`config.mk`:
```
export PLATFORM = sky130hd
export DESIGN_NAME = gpio_port_bank
export DESIGN_NICKNAME = d
export VERILOG_FILES = /design/src/rtl/gpio_bank_pkg.sv /design/src/rtl/gpio_bank_sync.sv /design/src/rtl/gpio_bank_ctrl.sv /design/src/rtl/gpio_bank_dpath.sv /design/src/rtl/gpio_port_bank.sv
export SDC_FILE = /design/constraint.sdc
export NUM_CORES = 1
export LEC_CHECK = 0
export BUFFER_PORTS_ARGS = -buffer_cell sky130_fd_sc_hd__buf_2
export CAP_MARGIN = 20
export CORE_MARGIN = 2
export CORE_UTILIZATION = 35
export CTS_CLUSTER_DIAMETER = 60
export DETAILED_ROUTE_END_ITERATION = 10
export GPL_TIMING_DRIVEN = 1
export MAX_ROUTING_LAYER = met4
export PLACE_DENSITY = 0.59
export SYNTH_ARGS = -nofsm -noshare
export SYNTH_HDL_FRONTEND = slang
export SYNTH_HIERARCHICAL = 1
export SYNTH_SLANG_ARGS = --single-unit
```
`constraint.sdc`:
```
create_clock -name pclk -period 2.06 [get_ports pclk]
set_clock_uncertainty 0.2 [all_clocks]
set_input_delay 0 -clock pclk [delete_from_list [all_inputs] [get_ports pclk]]
set_output_delay 0 -clock pclk [all_outputs]
set_load 0.05 [all_outputs]
```
`src/rtl/gpio_bank_pkg.sv`:
```
package gpio_bank_pkg;
  localparam int MAX_PORTS   = 4;
  localparam int DATA_W      = 32;
  localparam int PORT_STRIDE = 'h0C;
  localparam int DIR_OFS     = 'h04;
  localparam int PIN_BASE    = 'h50;
  localparam int PIN_STRIDE  = 'h04;

  typedef enum logic [1:0] {
    RD_NONE = 2'd0,
    RD_DATA = 2'd1,
    RD_DIR  = 2'd2,
    RD_PIN  = 2'd3
  } rdKindE;

  typedef struct packed {
    logic [MAX_PORTS-1:0] wrDataStb;
    logic [MAX_PORTS-1:0] wrDirStb;
    rdKindE               rdKind;
    logic [1:0]           rdPort;
  } bankCtlT;
endpackage

```
`src/rtl/gpio_bank_sync.sv`:
```
module gpio_bank_sync #(
  parameter int W = 32
) (
  input  logic         clk,
  input  logic         rstn,
  input  logic [W-1:0] din,
  output logic [W-1:0] dout
);
  logic [W-1:0] stage1;
  logic [W-1:0] stage2;

  always_ff @(posedge clk or negedge rstn) begin
    if (!rstn) begin
      stage1 <= '0;
      stage2 <= '0;
    end else begin
      stage1 <= din;
      stage2 <= stage1;
    end
  end

  assign dout = stage2;

  logic [1:0] warmCnt;
  always_ff @(posedge clk or negedge rstn) begin
    if (!rstn)                 warmCnt <= 2'd0;
    else if (warmCnt != 2'd2)  warmCnt <= warmCnt + 2'd1;
  end


  sync_latency_chk: assert property (@(posedge clk) disable iff (!rstn)
    (warmCnt == 2'd2) |-> (dout == $past(din, 2)));
endmodule

```
`src/rtl/gpio_bank_ctrl.sv`:
```
module gpio_bank_ctrl
  import gpio_bank_pkg::*;
#(
  parameter int NUM_PORTS = 4,
  parameter int ADDR_W    = 8
) (
  input  logic              clk,
  input  logic              rstn,
  input  logic              psel,
  input  logic              penable,
  input  logic              pwrite,
  input  logic [ADDR_W-1:0] paddr,
  output bankCtlT           ctl
);
  logic accessWr;
  logic accessRd;
  logic [MAX_PORTS-1:0] hitData;
  logic [MAX_PORTS-1:0] hitDir;
  logic [MAX_PORTS-1:0] hitPin;

  assign accessWr = psel & penable & pwrite;
  assign accessRd = psel & penable & ~pwrite;

  for (genvar p = 0; p < MAX_PORTS; p++) begin : g_hit
    if (p < NUM_PORTS) begin : g_live
      assign hitData[p] = (paddr == ADDR_W'(p * PORT_STRIDE));
      assign hitDir[p]  = (paddr == ADDR_W'(p * PORT_STRIDE + DIR_OFS));
      assign hitPin[p]  = (paddr == ADDR_W'(PIN_BASE + p * PIN_STRIDE));
    end else begin : g_absent
      assign hitData[p] = 1'b0;
      assign hitDir[p]  = 1'b0;
      assign hitPin[p]  = 1'b0;
    end
  end

  always_comb begin
    ctl           = '0;
    ctl.wrDataStb = hitData & {MAX_PORTS{accessWr}};
    ctl.wrDirStb  = hitDir  & {MAX_PORTS{accessWr}};
    ctl.rdKind    = RD_NONE;
    for (int p = 0; p < MAX_PORTS; p++) begin
      if (accessRd && hitData[p]) begin
        ctl.rdKind = RD_DATA;
        ctl.rdPort = 2'(p);
      end else if (accessRd && hitDir[p]) begin
        ctl.rdKind = RD_DIR;
        ctl.rdPort = 2'(p);
      end else if (accessRd && hitPin[p]) begin
        ctl.rdKind = RD_PIN;
        ctl.rdPort = 2'(p);
      end
    end
  end


  strobe_access_chk: assert property (@(posedge clk) disable iff (!rstn)
    (|{ctl.wrDataStb, ctl.wrDirStb}) |-> (psel && penable && pwrite));


  wr_onehot_chk: assert property (@(posedge clk) disable iff (!rstn)
    $onehot0({ctl.wrDataStb, ctl.wrDirStb}));


  rd_only_access_chk: assert property (@(posedge clk) disable iff (!rstn)
    (ctl.rdKind != RD_NONE) |-> (psel && penable && !pwrite));
endmodule

```
`src/rtl/gpio_bank_dpath.sv`:
```
module gpio_bank_dpath
  import gpio_bank_pkg::*;
#(
  parameter int NUM_PORTS = 4,
  parameter int PORT_W    = 32
) (
  input  logic                        clk,
  input  logic                        rstn,
  input  bankCtlT                     ctl,
  input  logic [DATA_W-1:0]           wdata,
  input  logic [NUM_PORTS*PORT_W-1:0] pinIn,
  output logic [DATA_W-1:0]           rdata,
  output logic [NUM_PORTS*PORT_W-1:0] pinOut,
  output logic [NUM_PORTS*PORT_W-1:0] pinOe
);
  localparam int BUS_W = NUM_PORTS * PORT_W;

  logic [NUM_PORTS-1:0][PORT_W-1:0] dataReg;
  logic [NUM_PORTS-1:0][PORT_W-1:0] dirReg;
  logic [NUM_PORTS-1:0][PORT_W-1:0] pinSync;
  logic [PORT_W-1:0]                rdSel;

  always_ff @(posedge clk or negedge rstn) begin
    if (!rstn) begin
      dataReg <= '0;
      dirReg  <= '0;
    end else begin
      for (int p = 0; p < NUM_PORTS; p++) begin
        if (ctl.wrDataStb[p]) dataReg[p] <= wdata[PORT_W-1:0];
        if (ctl.wrDirStb[p])  dirReg[p]  <= wdata[PORT_W-1:0];
      end
    end
  end

  for (genvar p = 0; p < NUM_PORTS; p++) begin : g_port
    gpio_bank_sync #(.W(PORT_W)) u_sync (
      .clk  (clk),
      .rstn (rstn),
      .din  (pinIn[p*PORT_W +: PORT_W]),
      .dout (pinSync[p])
    );
    assign pinOut[p*PORT_W +: PORT_W] = dataReg[p];
    assign pinOe[p*PORT_W +: PORT_W]  = dirReg[p];
  end

  always_comb begin
    rdSel = '0;
    for (int p = 0; p < NUM_PORTS; p++) begin
      if (ctl.rdPort == 2'(p)) begin
        case (ctl.rdKind)
          RD_DATA: rdSel = dataReg[p];
          RD_DIR:  rdSel = dirReg[p];
          RD_PIN:  rdSel = pinSync[p];
          default: rdSel = '0;
        endcase
      end
    end
  end

  assign rdata = DATA_W'(rdSel);


  reset_clear_chk: assert property (@(posedge clk) disable iff (!rstn)
    $rose(rstn) |-> (pinOut == '0 && pinOe == '0));


  data_hold_chk: assert property (@(posedge clk) disable iff (!rstn)
    (ctl.wrDataStb == '0) |=> (pinOut == $past(pinOut)));


  dir_hold_chk: assert property (@(posedge clk) disable iff (!rstn)
    (ctl.wrDirStb == '0) |=> (pinOe == $past(pinOe)));


  rd_idle_zero_chk: assert property (@(posedge clk) disable iff (!rstn)
    (ctl.rdKind == RD_NONE) |-> (rdata == '0));

  logic unusedBits;
  assign unusedBits = ^{BUS_W[0]};
endmodule

```
`src/rtl/gpio_port_bank.sv`:
```
module gpio_port_bank
  import gpio_bank_pkg::*;
#(
  parameter int NUM_PORTS = 4,
  parameter int PORT_W    = 32,
  parameter int ADDR_W    = 8
) (
  input  logic                        pclk,
  input  logic                        presetn,
  input  logic                        psel,
  input  logic                        penable,
  input  logic                        pwrite,
  input  logic [ADDR_W-1:0]           paddr,
  input  logic [31:0]                 pwdata,
  output logic [31:0]                 prdata,
  output logic                        pready,
  input  logic [NUM_PORTS*PORT_W-1:0] pinIn,
  output logic [NUM_PORTS*PORT_W-1:0] pinOut,
  output logic [NUM_PORTS*PORT_W-1:0] pinOe
);
  bankCtlT ctl;

  gpio_bank_ctrl #(.NUM_PORTS(NUM_PORTS), .ADDR_W(ADDR_W)) u_ctrl (
    .clk     (pclk),
    .rstn    (presetn),
    .psel    (psel),
    .penable (penable),
    .pwrite  (pwrite),
    .paddr   (paddr),
    .ctl     (ctl)
  );

  gpio_bank_dpath #(.NUM_PORTS(NUM_PORTS), .PORT_W(PORT_W)) u_dpath (
    .clk    (pclk),
    .rstn   (presetn),
    .ctl    (ctl),
    .wdata  (pwdata),
    .pinIn  (pinIn),
    .rdata  (prdata),
    .pinOut (pinOut),
    .pinOe  (pinOe)
  );

  // zero wait states
  assign pready = 1'b1;
endmodule

```
==> flow_summary_export.csv, run 1 <==
group,metric,value,unit
outcome,outcome,"complete, but fails checks",
outcome,violations,"setup timing",
yosys,synth_top_family_by_area,"multiplexers",
place,place.port_buffers,460,
yosys,yosys.area_share.simple,1.366,%
die,num_io_pins,462,
global_route,grt_pass1_vias,16240,
yosys,yosysMostFrequentCell,"dfrtp_1",
yosys,syn_nets,1439,
yosys,yosys.area_share.adder,0,%
yosys,synth-compound-area-share,9.126,%
routing,vias,15050,
die,start_util,35.52,%
yosys,synth_common_cells,"dfrtp_1 (512), mux2_2 (354), a22oi_1 (71)",
yosys,synth-seq-cells,512,
hold_path,hold_class,"in -> reg",
sta,period_share,124.3,%
die,die_w,240.7,µm
worst_setup_path,cp.required,1.86,ns
yosys,synthMuxAreaShare,21.40,%
global_route,grt_max_degree,73,
clocking,clock_sinks,512,
die,rows,86,
sta,clock.fmax,390.7,MHz
power,ir_worst_vdd,0.0007101,V
sta,setup_slack,-0.4996,ns
yosys,synth_ff_type,"dfrtp_1",
clocking,cts_tree,"built",
worst_setup_path,crit_type,"in -> out",
place,place_congestion,0.8351,
clocking,cts_max_level,2,
worst_setup_path,endpoint,"prdata[5]",
yosys,syn_area_per_cell,15.49,µm²
layout,postLayoutCellArea,31420,µm²
clocking,insertion_delay,0.60,ns
worst_setup_path,cp-startpoint,"paddr[6]",
worst_setup_path,max_stage_delay,0.28,ns
worst_setup_path,cp_slowest_cell,"a221oi_4",
yosys,yosys-top-cells-area,"dfrtp_1 (65%), mux2_2 (20%), a22oi_1 (2.7%)",
layout,multi_input_area,7468,µm²
layout,nNetsFinal,2351,
yosys,synth_top_area_share,65.35,%
routing,viasPerCell,5.057,
yosys,synth-edff-count,0,
place,placed_cell_area,24740,µm²
die,die_area,57920,µm²
sta,finalMaxSlewViolations,0,
yosys,synth.distinct_cells,45,
place,dp_hpwl,45.09,mm
clocking,clockRootBuffer,"clkbuf_16",
yosys,syn_inst,1266,
hold_path,worstHoldStart,"paddr[6]",
sta,fin_crit,2.560,ns
sta,rsz0062_at_grt,"true",
global_route,track_usage,24.14,%
clocking,numCtsBuffers,59,
sta,worst_hold_slack,0.04092,ns
worst_setup_path,critical_path_arrival,2.36,ns
place,place_inst,2523,
sta,hold_viol,0,
worst_setup_path,r2r-start,"u_dpath/pinOe[9]$_DFFE_PN0P_",
global_route,antenna_found_initial,6,
global_route,grt_pass1_wl,101.4,mm
yosys,ys_seq_area_share,65.35,%
yosys,synth_xor_area_share,0.04467,%
routing,antenna_left,0,
yosys,yosys.area.top_type,"dfrtp_1",
worst_setup_path,crit_path_frequent_cell,"buf_8",
power,p_leak,15.21,nW
worst_setup_path,end_kind,"output port",
layout,drive_gt1_share,56.84,%
die,coreArea,55200,µm²
worst_setup_path,r2r-end,"u_dpath/pinOe[9]$_DFFE_PN0P_",
global_route,grt_overflow,0,
yosys,yosysWarnings,6,
yosys,ys_async_sr_fraction,100.0,%
die,die_h,240.7,µm
worst_setup_path,startpoint_type,"primary input",
routing,wl,70.32,mm
worst_setup_path,rrSetupSlack,1.02,ns
routing,wl_per_cell,23.63,µm
routing,drt_iter0_markers,871,
clocking,clkTransAtPathRegs,0.06,ns
run,maxCapViolations,0,
worst_setup_path,reg2reg_depth,1,
layout,area.growth.synth_to_final,60.25,%
layout,final_cells,2976,
routing,first_pass_iters,5,
yosys,synth_area,19610,µm²
place,dp_slack,-0.6854,ns
worst_setup_path,crit_chain,"buf_8 > or2_4 > or2_0 > a31o_1 > a21oi_4 > buf_12 > nor2b_4 > buf_8 > clkbuf_16 > buf_8 > a221oi_4 > buf_4 > o32ai_4 > buf_6",
power,power_per_cell_area,737.0,nW/µm²
clocking,cts_buffer_depth,3,
routing,drt_drc_violations_left,0,
layout,fillers,4313,
layout,seqCellArea,12810,µm²
sta,setup_viol,32,
worst_setup_path,cp_max_fo,7,
-- flip-flops by register name, summed over array words and instances, names as in the netlist --
name                          cells
u_dpath/g_port.u_sync/dout      128
u_dpath/g_port.u_sync/stage1    128
u_dpath/pinOe                   128
u_dpath/pinOut                  128
-- power breakdown --
part	switching, mW	internal, mW	total, mW
clock network	4.32	6.69	11.0
logic	0.860	0.757	1.62
registers	0.149	10.4	10.5
-- cells by family (layout without fill, tap and decap cells) --
kind of cell | Yosys count | after routing
multiplexers | 373 | 373
AO/OA/AOI/OAI | 227 | 227
buffers and inverters | 103 | 1059
AND/OR/NAND/NOR | 49 | 49
other | 1 | 7
XOR/XNOR | 1 | 1
flip-flops | 512 | 512
-- metal layers --
layer / up-vias / part of all wire, % / global-route usage (%)
met1: 7852 / 42 / 30.19
met4: 0 / 3.3 / 9.110
li1: 6560 / - / -
met2: 511 / 48 / 38.59
met3: 128 / 6.6 / 5.078
met5: - / 0 / -
-- timing repair --
action	CTS	global route
cloned	10	7
setup buffers	21	14
hold buffers	292	0
resized for setup	169	59
endpoints found under the setup margin	32	32
pin swaps	28	53
hold endpoints to repair	896	0
-- critical path, delay by kind of cell --
family          cells  cell delay (ns)
buf+inv             7             1.04
compound gates      4             0.80
simple gates        3             0.51
-- cell usage in the layout (no fill, tap or decap), types with 4 or more instances in the layout --
master / instances
o32ai_4: 20
a22oi_1: 33
dfrtp_1: 512
a22o_1: 20
clkbuf_8: 8
diode_2: 6
a221oi_2: 27
a22oi_2: 38
nand2_1: 8
nor4_2: 5
a21oi_1: 15
clkbuf_16: 66
mux2i_1: 12
o221ai_1: 12
a211o_1: 11
buf_12: 50
mux2_2: 338
buf_2: 421
buf_4: 112
bufinv_16: 9
clkinv_2: 10
buf_6: 45
o221a_4: 10
nand3_2: 4
buf_16: 12
dlygate4sd3_1: 291
o21a_1: 11
clkinvlp_4: 6
inv_6: 5
nand2b_1: 5
nand3_1: 8
clkbuf_1: 4
buf_8: 15
mux2_4: 22
a21oi_2: 9
-- area by class of cell --
cell class | instances | share of cell area, %
Sequential cell | 512 | 40.78
Timing Repair Buffer | 954 | 25.88
Multi-Input combinational cell | 651 | 23.77
Clock buffer | 71 | 5.098
Tap cell | 748 | 2.979
Clock inverter | 34 | 1.438
Antenna cell | 6 | 0.04779
-- worst min-delay path by stage --
| stage | endpoint | slack (ns) | cells past startpoint |
|---|---|---|---|
| after floorplan | u_dpath/g_port[0].u_sync/dout[0]$_DFF_PN0_ | -0.50 | 0 |
| after global routing | u_dpath/pinOut[88]$_DFFE_PN0P_ | 0.04 | 6 |
| after global placement | u_dpath/g_port[2].u_sync/stage1[8]$_DFF_PN0_ | -0.21 | 1 |
| after detailed placement | u_dpath/g_port[2].u_sync/stage1[8]$_DFF_PN0_ | -0.21 | 1 |
| after CTS | u_dpath/pinOut[85]$_DFFE_PN0P_ | 0.007 | 6 |
| final | u_dpath/pinOut[85]$_DFFE_PN0P_ | 0.04 | 6 |
-- through the flow --
| stage | utilization, % | TNS [ns] | power (mW) |
|---|---|---|---|
| 6_report | 56.91 | -14.65 | 23.15 |
| 5_1_grt | 56.91 | -17.57 | 23.97 |
| 4_1_cts | 55.89 | -15.06 | 23.35 |
| 3_5_place_dp | 44.83 | -37.90 | 11.84 |
| 3_3_place_gp | 44.83 | -34.03 | 11.81 |
| 2_1_floorplan | - | -8.584 | 11.10 |
(Power assumes the default switching activity.)
==> run 2, diff against run 1 <==
--- a/config.mk
+++ b/config.mk
@@ -8,12 +8,12 @@
 export BUFFER_PORTS_ARGS = -buffer_cell sky130_fd_sc_hd__buf_2
 export CAP_MARGIN = 20
 export CORE_MARGIN = 2
-export CORE_UTILIZATION = 35
+export CORE_UTILIZATION = 25
 export CTS_CLUSTER_DIAMETER = 60
 export DETAILED_ROUTE_END_ITERATION = 10
 export GPL_TIMING_DRIVEN = 1
 export MAX_ROUTING_LAYER = met4
-export PLACE_DENSITY = 0.59
+export PLACE_DENSITY = 0.46
 export SYNTH_ARGS = -nofsm -noshare
 export SYNTH_HDL_FRONTEND = slang
 export SYNTH_HIERARCHICAL = 1
==> flow_summary_export.csv, run 2 (synthesized netlist as in run 1, its figures left out) <==
group,metric,value,unit
clocking,cts_max_level,3,
worst_setup_path,cp.required,1.86,ns
layout,nNetsFinal,2365,
global_route,grt_pass1_vias,16360,
worst_setup_path,crit_chain,"buf_8 > or2_4 > or2_0 > a31o_1 > a21oi_4 > buf_12 > nor2b_4 > buf_12 > buf_16 > buf_4 > a221oi_2 > a21oi_2 > o221a_4 > buf_6",
power,seqPwrFrac,42.9,%
worst_setup_path,crit_type,"in -> out",
worst_setup_path,r2r-end,"u_dpath/pinOe[10]$_DFFE_PN0P_",
worst_setup_path,path_buf_inv,6,
run,maxCapViolations,0,
outcome,outcome,"complete, but fails checks",
die,die_w,284.0,µm
worst_setup_path,cp_max_fo,10,
place,place.port_buffers,460,
routing,drt_drc_violations_left,0,
die,start_util,25.27,%
sta,rsz0062_at_grt,"true",
layout,drive_gt1_share,56.33,%
clocking,insertion_delay,0.60,ns
power,comb_power_share,6.5,%
power,power_per_cell_area,765.6,nW/µm²
sta,setup_viol,32,
sta,worst_hold_slack,0.05397,ns
clocking,cts_buffer_depth,3,
outcome,violations,"setup timing",
power,total_power,24.58,mW
global_route,grt_max_degree,61,
global_route,grt_overflow,0,
routing,first_pass_iters,5,
die,num_io_pins,462,
power,p_sw_share,23.29,%
worst_setup_path,worstSetupPathDepth,14,
worst_setup_path,crit_path_frequent_cell,"buf_12",
power,p_leak,15.37,nW
power,clockPowerShare,50.6,%
power,p_sw,5.725,mW
clocking,clock_sinks,512,
sta,hold_viol,0,
clocking,clkTransAtPathRegs,0.06,ns
die,rows,102,
routing,drt_iter0_markers,843,
die,die_h,284.0,µm
worst_setup_path,cp_slowest_cell,"a31o_1",
layout,final_cell_mix,"dfrtp_1 (512), buf_2 (421), mux2_2 (351)",
hold_path,hold_class,"in -> reg",
global_route,antenna_found_initial,2,
routing,wl,75.71,mm
worst_setup_path,cp-startpoint,"paddr[2]",
routing,antenna_left,0,
sta,period_share,130.7,%
worst_setup_path,max_stage_delay,0.27,ns
place,place_congestion,0.8387,
sta,setup_slack,-0.6322,ns
routing,wl_per_cell,23.05,µm
worst_setup_path,endpoint,"prdata[8]",
worst_setup_path,reg2reg_depth,1,
sta,fin_crit,2.692,ns
layout,final_common_cell,"dfrtp_1",
power,p_int,18.85,mW
layout,final_util,41.37,%
routing,viasPerCell,4.582,
layout,area.growth.synth_to_final,63.75,%
worst_setup_path,critical_path_arrival,2.49,ns
die,die_area,80680,µm²
worst_setup_path,rrSetupSlack,1.01,ns
sta,finalMaxSlewViolations,0,
worst_setup_path,r2r-start,"u_dpath/pinOe[10]$_DFFE_PN0P_",
sta,clock.fmax,371.4,MHz
clocking,cts_tree,"built",
die,coreArea,77590,µm²
routing,vias,15050,
worst_setup_path,path_delay_family,"compound AO/OA/AOI/OAI gates",
clocking,clockRootBuffer,"clkbuf_16",
power,ir_worst_vdd,0.0005571,V
clocking,numCtsBuffers,66,
global_route,grt_pass1_wl,111.4,mm
global_route,track_usage,19.03,%
place,dp_hpwl,49.60,mm
worst_setup_path,end_kind,"output port",
place,dp_slack,-0.7888,ns
worst_setup_path,startpoint_type,"primary input",
[run 2: cell type report]
class	instances	area [µm²]
well taps	1040	1301
clock buffers	87	1893
clock inverters	31	505.5
fillers	7285	45490
repair buffers	961	8183
flip-flops and latches	512	12810
multi-input cells	651	7403
diodes	2	5.005
[run 2: power groups by stage]
stage	logic [mW]	registers, mW	clock network [mW]
6_report	1.60	10.5	12.4
4_1_cts	1.61	10.5	12.8
2_1_floorplan	0.182	10.9	0
3_5_place_dp	1.13	10.7	0
3_3_place_gp	1.12	10.7	0
5_1_grt	1.73	10.6	13.2
[run 2: worst min path at each step]
stage | cells after the start | slack [ns] | to | from
final | 6 | 0.05 | u_dpath/pinOut[29]$_DFFE_PN0P_ | paddr[5]
after global routing | 6 | 0.05 | u_dpath/pinOut[29]$_DFFE_PN0P_ | paddr[5]
after CTS | 6 | 0.005 | u_dpath/pinOut[29]$_DFFE_PN0P_ | paddr[5]
after detailed placement | 1 | -0.20 | u_dpath/pinOe[22]$_DFFE_PN0P_ | presetn
after global placement | 1 | -0.20 | u_dpath/pinOe[22]$_DFFE_PN0P_ | presetn
after floorplan | 0 | -0.50 | u_dpath/g_port[0].u_sync/dout[0]$_DFF_PN0_ | presetn
[run 2: routing by layer]
| metal | wire length, µm | track usage, % | up-vias |
|---|---|---|---|
| li1 | - | - | 6593 |
| met1 | 32760 | 24.30 | 7890 |
| met2 | 36940 | 30.65 | 458 |
| met3 | 4428 | 3.947 | 107 |
| met4 | 1579 | 5.197 | 0 |
| met5 | 0 | - | - |
[run 2: timing repair]
| item | CTS | global route |
|---|---|---|
| endpoints found under the setup margin | 32 | 33 |
| cloned | 13 | 2 |
| resized for setup | 162 | 45 |
| pin swaps | 36 | 20 |
| endpoints found under the hold margin | 896 | 0 |
| setup buffers | 30 | 14 |
| hold buffers | 296 | 0 |
[run 2: stage by stage]
step                      instances  instance area (µm²)  TNS, ns
after floorplan                1266                20300   -8.584
after global placement         2818                25150   -42.70
after detailed placement       2818                25150   -39.90
after CTS                      3273                31840   -17.83
after global routing           3284                32100   -20.33
final                          3284                32100   -17.92
==> run 3, diff against run 2 <==
--- a/config.mk
+++ b/config.mk
@@ -5,7 +5,7 @@
 export SDC_FILE = /design/constraint.sdc
 export NUM_CORES = 1
 export LEC_CHECK = 0
-export BUFFER_PORTS_ARGS = -buffer_cell sky130_fd_sc_hd__buf_2
+export BUFFER_PORTS_ARGS = -buffer_cell sky130_fd_sc_hd__buf_4
 export CAP_MARGIN = 20
 export CORE_MARGIN = 2
 export CORE_UTILIZATION = 25
==> flow_summary_export.csv, run 3 (synthesized netlist as in run 1, its figures left out) <==
group,metric,value,unit
outcome,violations,"setup timing",
routing,top_layer,"met4",
worst_setup_path,startpoint_type,"primary input",
routing,viasPerCell,4.589,
worst_setup_path,cp_max_fo,5,
layout,nNetsFinal,2382,
global_route,track_usage,19.31,%
clocking,clkTransAtPathRegs,0.06,ns
outcome,outcome,"complete, but fails checks",
layout,final_util,42.59,%
worst_setup_path,crit_type,"in -> out",
global_route,grt_max_degree,75,
routing,wl,78.57,mm
global_route,grt_pass1_vias,16220,
place,dp_hpwl,50.24,mm
place,dp_slack,-0.6304,ns
sta,finalMaxSlewViolations,0,
global_route,grt_overflow,0,
routing,drt_iter0_markers,721,
power,p_leak,15.48,nW
hold_path,worstHoldStart,"pwdata[9]",
power,ir_worst_vdd,0.0005005,V
place,place_congestion,0.8113,
routing,wl_met3,4.466,mm
layout,fillers,7175,
layout,final_cell_mix,"buf_4 (557), dfrtp_1 (512), mux2_2 (348)",
layout,final_common_cell,"buf_4",
die,coreArea,77590,µm²
routing,drt_drc_violations_left,0,
layout,drive_gt1_share,56.40,%
routing,dr_wl_met2,37.11,mm
hold_path,hold_class,"in -> reg",
place,place_inst,2826,
die,die_area,80680,µm²
worst_setup_path,r2r-start,"u_dpath/pinOut[59]$_DFFE_PN0P_",
sta,fin_crit,2.591,ns
layout,seqCellArea,12810,µm²
worst_setup_path,critical_path_arrival,2.39,ns
worst_setup_path,cp-startpoint,"paddr[4]",
sta,setup_viol,32,
run,maxCapViolations,0,
clocking,insertion_delay,0.60,ns
layout,multi_input_area,7347,µm²
die,die_w,284.0,µm
layout,final_cells,3301,
routing,first_pass_iters,5,
sta,rsz0062_at_grt,"true",
layout,area.growth.synth_to_final,68.58,%
routing,wl_per_cell,23.80,µm
clocking,cts_max_level,3,
die,die_h,284.0,µm
clocking,cts_buffer_depth,3,
global_route,grt_pass1_wl,112.3,mm
worst_setup_path,cp.required,1.86,ns
clocking,cts_tree,"built",
clocking,numCtsBuffers,66,
routing,wl_met1,34.63,mm
place,place.port_buffers,460,
clocking,clockRootBuffer,"clkbuf_16",
sta,setup_slack,-0.5314,ns
die,num_io_pins,462,
routing,vias,15150,
worst_setup_path,end_kind,"output port",
clocking,clock_sinks,512,
global_route,antenna_found_initial,5,
routing,antenna_left,0,
sta,period_share,125.8,%
power,power_per_cell_area,716.3,nW/µm²
die,rows,102,
die,start_util,25.27,%
sta,hold_viol,0,
sta,clock.fmax,385.9,MHz
## run 3: cell count changes in the layout (fill, tap and decap cells not counted), sizes merged, moves of 2 or more
cell	delta
dlygate4sd3	-2
bufinv	-7
clkinv	+2
buf	+17
clkbuf	+5
diode	+2
clkinvlp	+2
## run 3: path summary, 6_finish.rpt
| kind | slack, ns | depth (start not counted) | to |
|---|---|---|---|
| setup reg to reg | 0.51 | 2 | u_dpath/pinOut[59]$_DFFE_PN0P_ |
| setup / recovery | -0.53 | 15 | prdata[17] |
| hold reg to reg | 0.13 | 0 | u_dpath/g_port[2].u_sync/dout[7]$_DFF_PN0_ |
| hold / removal | 0.05 | 3 | u_dpath/pinOe[41]$_DFFE_PN0P_ |
| max in group asynchronous | 0.69 | 4 | u_dpath/g_port[0].u_sync/stage1[31]$_DFF_PN0_ |
| min in group asynchronous | 0.51 | 4 | u_dpath/g_port[3].u_sync/stage1[23]$_DFF_PN0_ |
## run 3: timing repair
| item | in CTS | in global routing |
|---|---|---|
| resized for setup | 113 | 57 |
| pin swaps | 56 | 30 |
| hold buffers | 294 | 0 |
| setup endpoints to repair | 32 | 32 |
| hold endpoints to repair | 896 | 0 |
| buffers inserted | 23 | 20 |
| gates cloned | 13 | 7 |
## run 3: critical path: stages
cell and delay (ns):
buf_8 0.11, nor2b_1 0.13, o21bai_1 0.16, a21o_1 0.17, a31oi_4 0.10, buf_12 0.16
buf_12 0.12, buf_16 0.13, buf_12 0.14, buf_4 0.13, mux2_2 0.21, a22oi_1 0.06
a22o_1 0.24, o32ai_4 0.30, buf_6 0.20
## run 3: report_power, final
group          internal, mW  switching (mW)
clock network          6.78            4.59
registers              10.4           0.160
logic                 0.878           0.874
## run 3: layout make-up
cell class,count,area share [%]
Multi-Input combinational cell,651,22.23
Clock inverter,27,0.7988
Sequential cell,512,38.77
Clock buffer,89,5.751
Timing Repair Buffer,978,28.49
Antenna cell,4,0.03029
Tap cell,1040,3.937
## run 3: layer usage
metal | GRT usage (%) | vias to the layer above
li1 | - | 6626
met1 | 24.95 | 7893
met2 | 29.99 | 477
met4 | 6.039 | 0
met5 | - | -
met3 | 4.558 | 153
## run 3: stage by stage
step,hold WS (ns),total power [mW],TNS (ns),cell area [µm²]
2_1_floorplan,-0.4956,11.10,-8.584,20300
3_3_place_gp,-0.2080,11.98,-39.89,26260
3_5_place_dp,-0.2062,11.99,-41.62,26260
4_1_cts,0.006906,23.99,-16.09,32440
5_1_grt,0.03537,24.54,-18.73,33050
6_report,0.04894,23.67,-15.77,33050
